==> config.mk <==
export PLATFORM = sky130hd
export DESIGN_NAME = ioc_ctrl
export DESIGN_NICKNAME = d
export VERILOG_FILES = /design/src/rtl/ioc_pkg.sv /design/src/rtl/ioc_port.sv /design/src/rtl/ioc_drive.sv /design/src/rtl/ioc_ctrl.sv
export SDC_FILE = /design/constraint.sdc
export NUM_CORES = 1
export LEC_CHECK = 0
export ABC_AREA = 1
export BUFFER_PORTS_ARGS = -buffer_cell sky130_fd_sc_hd__buf_2
export CAP_MARGIN = 20
export CORE_MARGIN = 3
export CORE_UTILIZATION = 60
export CTS_CLUSTER_SIZE = 25
export DETAILED_ROUTE_END_ITERATION = 10
export HOLD_SLACK_MARGIN = 0.03
export MAX_ROUTING_LAYER = met4
export PLACE_DENSITY = 0.86
export SLEW_MARGIN = 15
export SYNTH_ARGS = -nofsm -noshare
export SYNTH_HDL_FRONTEND = slang
export SYNTH_HIERARCHICAL = 1
export SYNTH_SLANG_ARGS = --single-unit
==> constraint.sdc <==
create_clock -name clk -period 3.6 [get_ports clk]
set_input_delay 0.18 -clock clk [delete_from_list [all_inputs] [get_ports clk]]
set_output_delay 0.18 -clock clk [all_outputs]
set_load 0.03 [all_outputs]
==> src/rtl/ioc_pkg.sv <==
// Package: register selector codes shared by the interrupt-on-change block.
// Assumes a 3-bit selector taken from address bits 3:1.
package ioc_pkg;
    typedef enum logic [2:0] {
        SEL_EN   = 3'd0,
        SEL_MODE = 3'd1,
        SEL_DFLT = 3'd2,
        SEL_FLAG = 3'd3,
        SEL_CAP  = 3'd4,
        SEL_PORT = 3'd5
    } reg_sel_e;
endpackage

==> src/rtl/ioc_port.sv <==
// One port's interrupt-on-change state: config registers, reference,
// pending bit, flags and capture. Assumes pin is already synchronous.
module ioc_port
    import ioc_pkg::*;
#(
    parameter int W = 8
) (
    input  logic         clk,
    input  logic         rst_n,
    input  logic [W-1:0] pin,
    input  logic         hit,
    input  reg_sel_e     sel,
    input  logic         wr_en,
    input  logic         rd_en,
    input  logic [W-1:0] wdata,
    output logic [W-1:0] rdata,
    output logic         pend,
    output logic [W-1:0] flags,
    output logic [W-1:0] cap
);
    logic [W-1:0] en_q, mode_q, dflt_q, prev_q, mism;
    logic         clr;

    // Per-pin mismatch against the chosen reference, gated by enable.
    always_comb mism = en_q & ((mode_q & (pin ^ dflt_q)) | (~mode_q & (pin ^ prev_q)));

    // Clearing read: capture or live port address of this port.
    always_comb clr = hit && rd_en && (sel == SEL_CAP || sel == SEL_PORT);

    // Writable configuration registers.
    always_ff @(posedge clk) begin
        if (!rst_n) begin
            en_q   <= '0;
            mode_q <= '0;
            dflt_q <= '0;
        end else if (wr_en && hit) begin
            case (sel)
                SEL_EN:   en_q   <= wdata;
                SEL_MODE: mode_q <= wdata;
                SEL_DFLT: dflt_q <= wdata;
                default:  ;
            endcase
        end
    end

    // Pending, flags and capture: latch when idle, hold until a clearing read.
    always_ff @(posedge clk) begin
        if (!rst_n) begin
            pend  <= 1'b0;
            flags <= '0;
            cap   <= '0;
        end else if (!pend) begin
            if (|mism) begin
                pend  <= 1'b1;
                flags <= mism;
                cap   <= pin;
            end
        end else if (clr) begin
            pend  <= 1'b0;
            flags <= '0;
        end
    end

    // Previous-value reference follows the pins unless an interrupt holds it.
    always_ff @(posedge clk) begin
        if (!rst_n) prev_q <= '0;
        else if (!pend || clr) prev_q <= pin;
    end

    // Readback multiplexer.
    always_comb begin
        case (sel)
            SEL_EN:   rdata = en_q;
            SEL_MODE: rdata = mode_q;
            SEL_DFLT: rdata = dflt_q;
            SEL_FLAG: rdata = flags;
            SEL_CAP:  rdata = cap;
            SEL_PORT: rdata = pin;
            default:  rdata = '0;
        endcase
    end
endmodule

==> src/rtl/ioc_drive.sv <==
// Interrupt line driver: push-pull with selectable level or open-drain.
// Assumes a pad that honours oe; out is the level when oe is 1.
module ioc_drive (
    input  logic act,
    input  logic odr,
    input  logic pol,
    output logic out,
    output logic oe
);
    // Choose level and enable from drive type.
    always_comb begin
        if (odr) begin
            out = 1'b0;
            oe  = act;
        end else begin
            out = act ? pol : ~pol;
            oe  = 1'b1;
        end
    end
endmodule

==> src/rtl/ioc_ctrl.sv <==
// Top: two ports of interrupt-on-change logic, address decode, mirror
// combining and line drivers. Assumes synchronous pins and strobes.
module ioc_ctrl
    import ioc_pkg::*;
#(
    parameter int W = 8
) (
    input  logic         clk,
    input  logic         rst_n,
    input  logic [W-1:0] pin_a,
    input  logic [W-1:0] pin_b,
    input  logic         wr_en,
    input  logic         rd_en,
    input  logic [3:0]   addr,
    input  logic [W-1:0] wdata,
    output logic [W-1:0] rdata,
    input  logic         cfg_mirror,
    input  logic         cfg_odr,
    input  logic         cfg_pol,
    output logic         irq_a_out,
    output logic         irq_a_oe,
    output logic         irq_b_out,
    output logic         irq_b_oe
);
    localparam int NPORT = 2;

    logic [NPORT-1:0][W-1:0] pins, port_rd, flags_all, cap_all;
    logic [NPORT-1:0]        pend, line_act, line_out, line_oe;
    reg_sel_e                sel;

    // Address decode into register selector.
    always_comb sel = reg_sel_e'(addr[3:1]);

    // Pack port inputs.
    always_comb begin
        pins[0] = pin_a;
        pins[1] = pin_b;
    end

    for (genvar g = 0; g < NPORT; g++) begin : g_port
        ioc_port #(.W(W)) u_port (
            .clk   (clk),
            .rst_n (rst_n),
            .pin   (pins[g]),
            .hit   (addr[0] == 1'(g)),
            .sel   (sel),
            .wr_en (wr_en),
            .rd_en (rd_en),
            .wdata (wdata),
            .rdata (port_rd[g]),
            .pend  (pend[g]),
            .flags (flags_all[g]),
            .cap   (cap_all[g])
        );

        // Mirror combines all ports onto each line.
        always_comb line_act[g] = cfg_mirror ? (|pend) : pend[g];

        ioc_drive u_drive (
            .act (line_act[g]),
            .odr (cfg_odr),
            .pol (cfg_pol),
            .out (line_out[g]),
            .oe  (line_oe[g])
        );
    end

    // Readback from the addressed port.
    always_comb rdata = port_rd[addr[0]];

    // Output mapping.
    always_comb begin
        irq_a_out = line_out[0];
        irq_a_oe  = line_oe[0];
        irq_b_out = line_out[1];
        irq_b_oe  = line_oe[1];
    end
endmodule

== After elaboration in Yosys (flattened, before gate mapping) ==
Cells that the tools add are included.

* Input port bits: 35
* Logic and storage cells: 91
* Output and inout port bits: 12
* Latch bits: 0
* Bits in registers: 98
* Memories: 0
* ROM bits: 0
* Bits in writable memories: 0

* Magnitude comparators: 1
* Divide/modulo/power cells: 0
* $mul: 0
* Equality and inequality tests: 7
* Shifts and indexed selects: 0
* Muxes and demuxes: 24
* $add $sub $neg: 0
* Bitwise gates (word level): 18
* Reductions and logical operators: 27

{| class="wikitable"
|+ Operators with widths
! operator !! number
|-
| $pmux W8 S6 || 2
|-
| $mux W8 || 8
|-
| $and A8 B8 Y8 || 6
|-
| $xor A8 B8 Y8 || 4
|-
| $reduce_and A2 Y1 || 10
|-
| $not A8 Y8 || 2
|-
| $or A8 B8 Y8 || 2
|-
| $reduce_or A8 Y1 || 2
|-
| $mux W1 || 14
|-
| $eq A3 B2 Y1 const B || 2
|-
| $eq A3 B3 Y1 const B || 2
|-
| $logic_and A1 B1 Y1 || 6
|-
| $ne A2 B2 Y1 const B || 2
|-
| $not A1 Y1 || 4
|-
| $reduce_bool A2 Y1 || 2
|-
| $eq A3 B1 Y1 const B || 1
|-
| $logic_not A3 Y1 || 1
|-
| $logic_or A1 B1 Y1 || 3
|-
| $logic_not A1 Y1 || 2
|-
| $lt A1 B2 Y1 const B || 1
|-
| $reduce_or A2 Y1 || 1
|}

== Depth between registers and ports, before layout ==
* Depth after elaboration: 7
* Mapped depth: 12
* Depth with buffers taken out: 12

== Cells and area by module ==
Netlist, hierarchy kept.

{| class="wikitable"
|+ By module, submodules not included
! module !! instances !! area each (µm²) !! sequential area each (µm²) !! cells each
|-
| ioc_port || 2 || 2391.0 || 980.9 || 329
|-
| ioc_ctrl || 1 || 127.6 || 0.0 || 32
|-
| ioc_drive || 2 || 26.3 || 0.0 || 7
|}

== Worst setup path after synthesis ==
Ideal clock, no wire load.

* Path type: input to output
* Start point: input addr[3]
* End point: output rdata[4]
* Stages on the path: 8
* Arrival time: 1212 ps
* Slack: 2208 ps
* Required time: 3420 ps
* Path buffers: 0
* Cell sequence: inv_1 -> nor2_1 -> inv_1 -> nor2_1 -> a221oi_1 -> o211ai_1 -> nand2_1 -> nand2_1

{| class="wikitable"
|+ RTL lines
! element !! RTL line !! RTL
|-
| start: declaration || ioc_ctrl.sv:14 || <nowiki>input logic [3:0] addr,</nowiki>
|-
| end: declaration || ioc_ctrl.sv:16 || <nowiki>output logic [W-1:0] rdata,</nowiki>
|}

==> impl_metrics.yaml <==
cells_and_area:
  fin_nets: 776
  fin_util_pct: 68.13
  drive_gt1_share_pct: 15.68
  syn2layout_area_growth_pct: 8.295
  n_antenna_cell: 0
timing:
  fmax_mhz: 492.4
  finalCritPeriodShare_pct: 56.41
  setup_tns_ps: 0
  final.setup_skew_ps: 12.49
  rsz0062_at_grt: "false"
  hold_viol: 0
  max-slew-margin-rel_pct: 49.28
  finalSetupViolations: 0
  worst_slew_pin_slew_ps: 758.6
  layout_min_cycle_time_ps: 2031
  drv_slew: 0
logic_synthesis:
  synth_top_area_share_pct: 39.54
  yosys.area.top_type: "dfxtp_1"
  synth.net_count: 739
  synth_cell_types: 26
  syn_area_per_cell_um2: 7.049
  synth_seq_cells: 98
  netlist_area_um2: 4962
  yosys_warnings: 6
  syn_inst: 704
  ys_seq_area_share_pct: 39.54
  ys_top_cells_by_area: "dfxtp_1 (40%), nand2_1 (8.5%), o21ai_0 (7.5%)"
detailed_routing:
  drt_pass1_iterations: 5
  ant_nets: 0
  drtIter0Drc: 448
  wl_per_cell_um: 16.36
  routed_wl_um: 13880
  via_count: 5069
  viasPerCell: 5.978
  drc_errors: 0
global_route:
  grt_start_max_net_pins: 52
  overflow: 0
  grt_pass1_wl_um: 22370
  antenna_found_initial: 0
  grt_pass1_vias: 4759
  grt_use_total_pct: 29.98
floorplan:
  die_w_um: 96.94
  num_rows: 32
  die_y_um: 96.94
  initial_core_util_pct: 62.91
  io_pins: 47
  coreArea_um2: 7888
  dieArea_um2: 9397
clocking:
  postCtsResizedCells: 0
  cts-htree-levels: 3
  hold_buffers: 0
  clock_latency_ps: 370
  tritoncts: "built"
  numCtsBuffers: 9
  max-clock-path-buffers: 2
  cts-root-buf: "clkbuf_8"
  path_clk_slew_ps: 100
  cts.sinks: 98
  cts_setup_buffers: 0
setup_path:
  reg2reg_to: "g_port[1].u_port/cap[0]$_SDFFE_PN0P_"
  r2r_start: "g_port[1].u_port/pend$_SDFF_PN0_"
  path_max_fanout: 8
  cp_slowest_stage_delay_ps: 540
  startpoint: "addr[3]"
  crit_path_cell_trace: "buf_2, inv_1, nor2_1, inv_1, nor2_1, a211oi_1, o221ai_1, nand2_1, nand2_1, buf_2"
  cp.arrival_ps: 1850
  slowest_stage: "nor2_1"
  critPathKind: "input port to primary output"
  r2r_slack_ps: 1910
  endpoint_kind: "primary output"
  required_ps: 3420
  crit_end: "rdata[1]"
  crit_path_start_kind: "input port"
  r2r_cells: 5
power_and_ir_drop:
  power.density_nw_per_um2: 409.6
  ir_worst_vdd_uv: 206.5
  p_leak_uw: 0.002154
placement:
  gp_congestion: 0.9639
  dp_hpwl_um: 9735
  numPortBuffers: 46
run_status:
  outcome: "completed"
flow_run:
  cap_viol_max_count: 0
min_path:
  hold_class: "input port to register"
per-stage QoR:
step           setup WS (ps)  instance area, um2  cells  power [uW]  hold WS (ps)
3_5_place_dp            1623                5184    832        1530         467.8
5_1_grt                 1455                5374    848        2291         104.7
6_report                1569                5374    848        2201         96.54
3_3_place_gp            1627                5184    832        1517         461.6
4_1_cts                 1613                5374    848        2198         92.05
2_1_floorplan           2208                4962    704        1426         328.7
layout make-up:
| class | count | area (um2) |
|---|---|---|
| Tap cell | 102 | 127.6 |
| Clock buffer | 12 | 155.1 |
| Sequential cell | 98 | 1962 |
| Multi-Input combinational cell | 478 | 2455 |
| Timing Repair Buffer | 47 | 237.7 |
| Clock inverter | 4 | 35.03 |
| Inverter | 107 | 401.6 |
| Fill cell | 676 | 2514 |
layer usage:
metal | global-route usage, % | share of wire, %
met1 | 38.33 | 42
met2 | 47.24 | 46
met3 | 5.119 | 9.9
met4 | 12.10 | 2.4
met5 | - | 0
sequential cells by signal, indices dropped and copies added, names as in the netlist:
name / cells
g_port.u_port/cap: 16
g_port.u_port/dflt_q: 16
g_port.u_port/en_q: 16
g_port.u_port/flags: 16
g_port.u_port/mode_q: 16
g_port.u_port/pend: 2
g_port.u_port/prev_q: 16
layout by cell type (no fill, tap or decap):
cell and n:
nor3_1 2, clkinv_1 2, inv_2 11, buf_2 46, o22ai_1 16, buf_4 1, nand2_1 112, clkbuf_1 1
dfxtp_1 98, inv_6 1, clkbuf_8 11, nand2_4 2, o21ai_1 2, a21oi_2 16, nor2_1 58, nand4_1 20
a221oi_1 4, a211oi_1 12, o221ai_1 12, nand2_2 14, nor2_2 4, o211ai_1 2, o21ai_0 74, nand3_2 8
clkinv_4 3, inv_1 94, nand3_1 54, a21oi_1 66
worst min path at each step:
stage	endpoint	cells after the start	from
finish	g_port[1].u_port/prev_q[4]$_SDFFE_PN0P_	3	pin_b[4]
global route	g_port[1].u_port/cap[3]$_SDFFE_PN0P_	3	pin_b[3]
CTS	g_port[0].u_port/cap[3]$_SDFFE_PN0P_	3	pin_a[3]
detailed placement	g_port[0].u_port/dflt_q[1]$_SDFFE_PN0P_	2	g_port[0].u_port/dflt_q[1]$_SDFFE_PN0P_
global placement	g_port[1].u_port/dflt_q[1]$_SDFFE_PN0P_	2	g_port[1].u_port/dflt_q[1]$_SDFFE_PN0P_
floorplan	g_port[0].u_port/prev_q[0]$_SDFFE_PN0P_	2	pin_a[0]
synthesized netlist by cell type (all sizes together):
cell type    n
nand2      128
inv        105
dfxtp       98
a21oi       82
o21ai       76
nand3       62
nor2        62
nand4       20
o22ai       16
a211oi      12
o221ai      12
buf         11
clkbuf      10
a221oi       4
clkinv       2
nor3         2
o211ai       2
critical path: cells and delay by family:
kind	cells	cell delay [ps]
AOI/OAI and AO/OA	2	290
buffers and inverters	4	490
and+or+nand+nor	4	900
kinds of logic (layout without fill, tap and decap cells):
| family | Yosys count | in the layout | share of synthesized area [%] |
|---|---|---|---|
| AND/OR/NAND/NOR | 274 | 274 | 25.37 |
| AO/OA/AOI/OAI | 204 | 204 | 24.10 |
| buffers and inverters | 128 | 170 | 10.99 |
| flip-flops | 98 | 98 | 39.54 |
where the power goes:
part	leakage [uW]	switching [uW]	internal (uW)
Combinational	0.00126	243	101
Clock	0.0000972	391	296
Sequential	0.000798	33.8	1140
No activity file was read; power rests on OpenSTA's default activity.
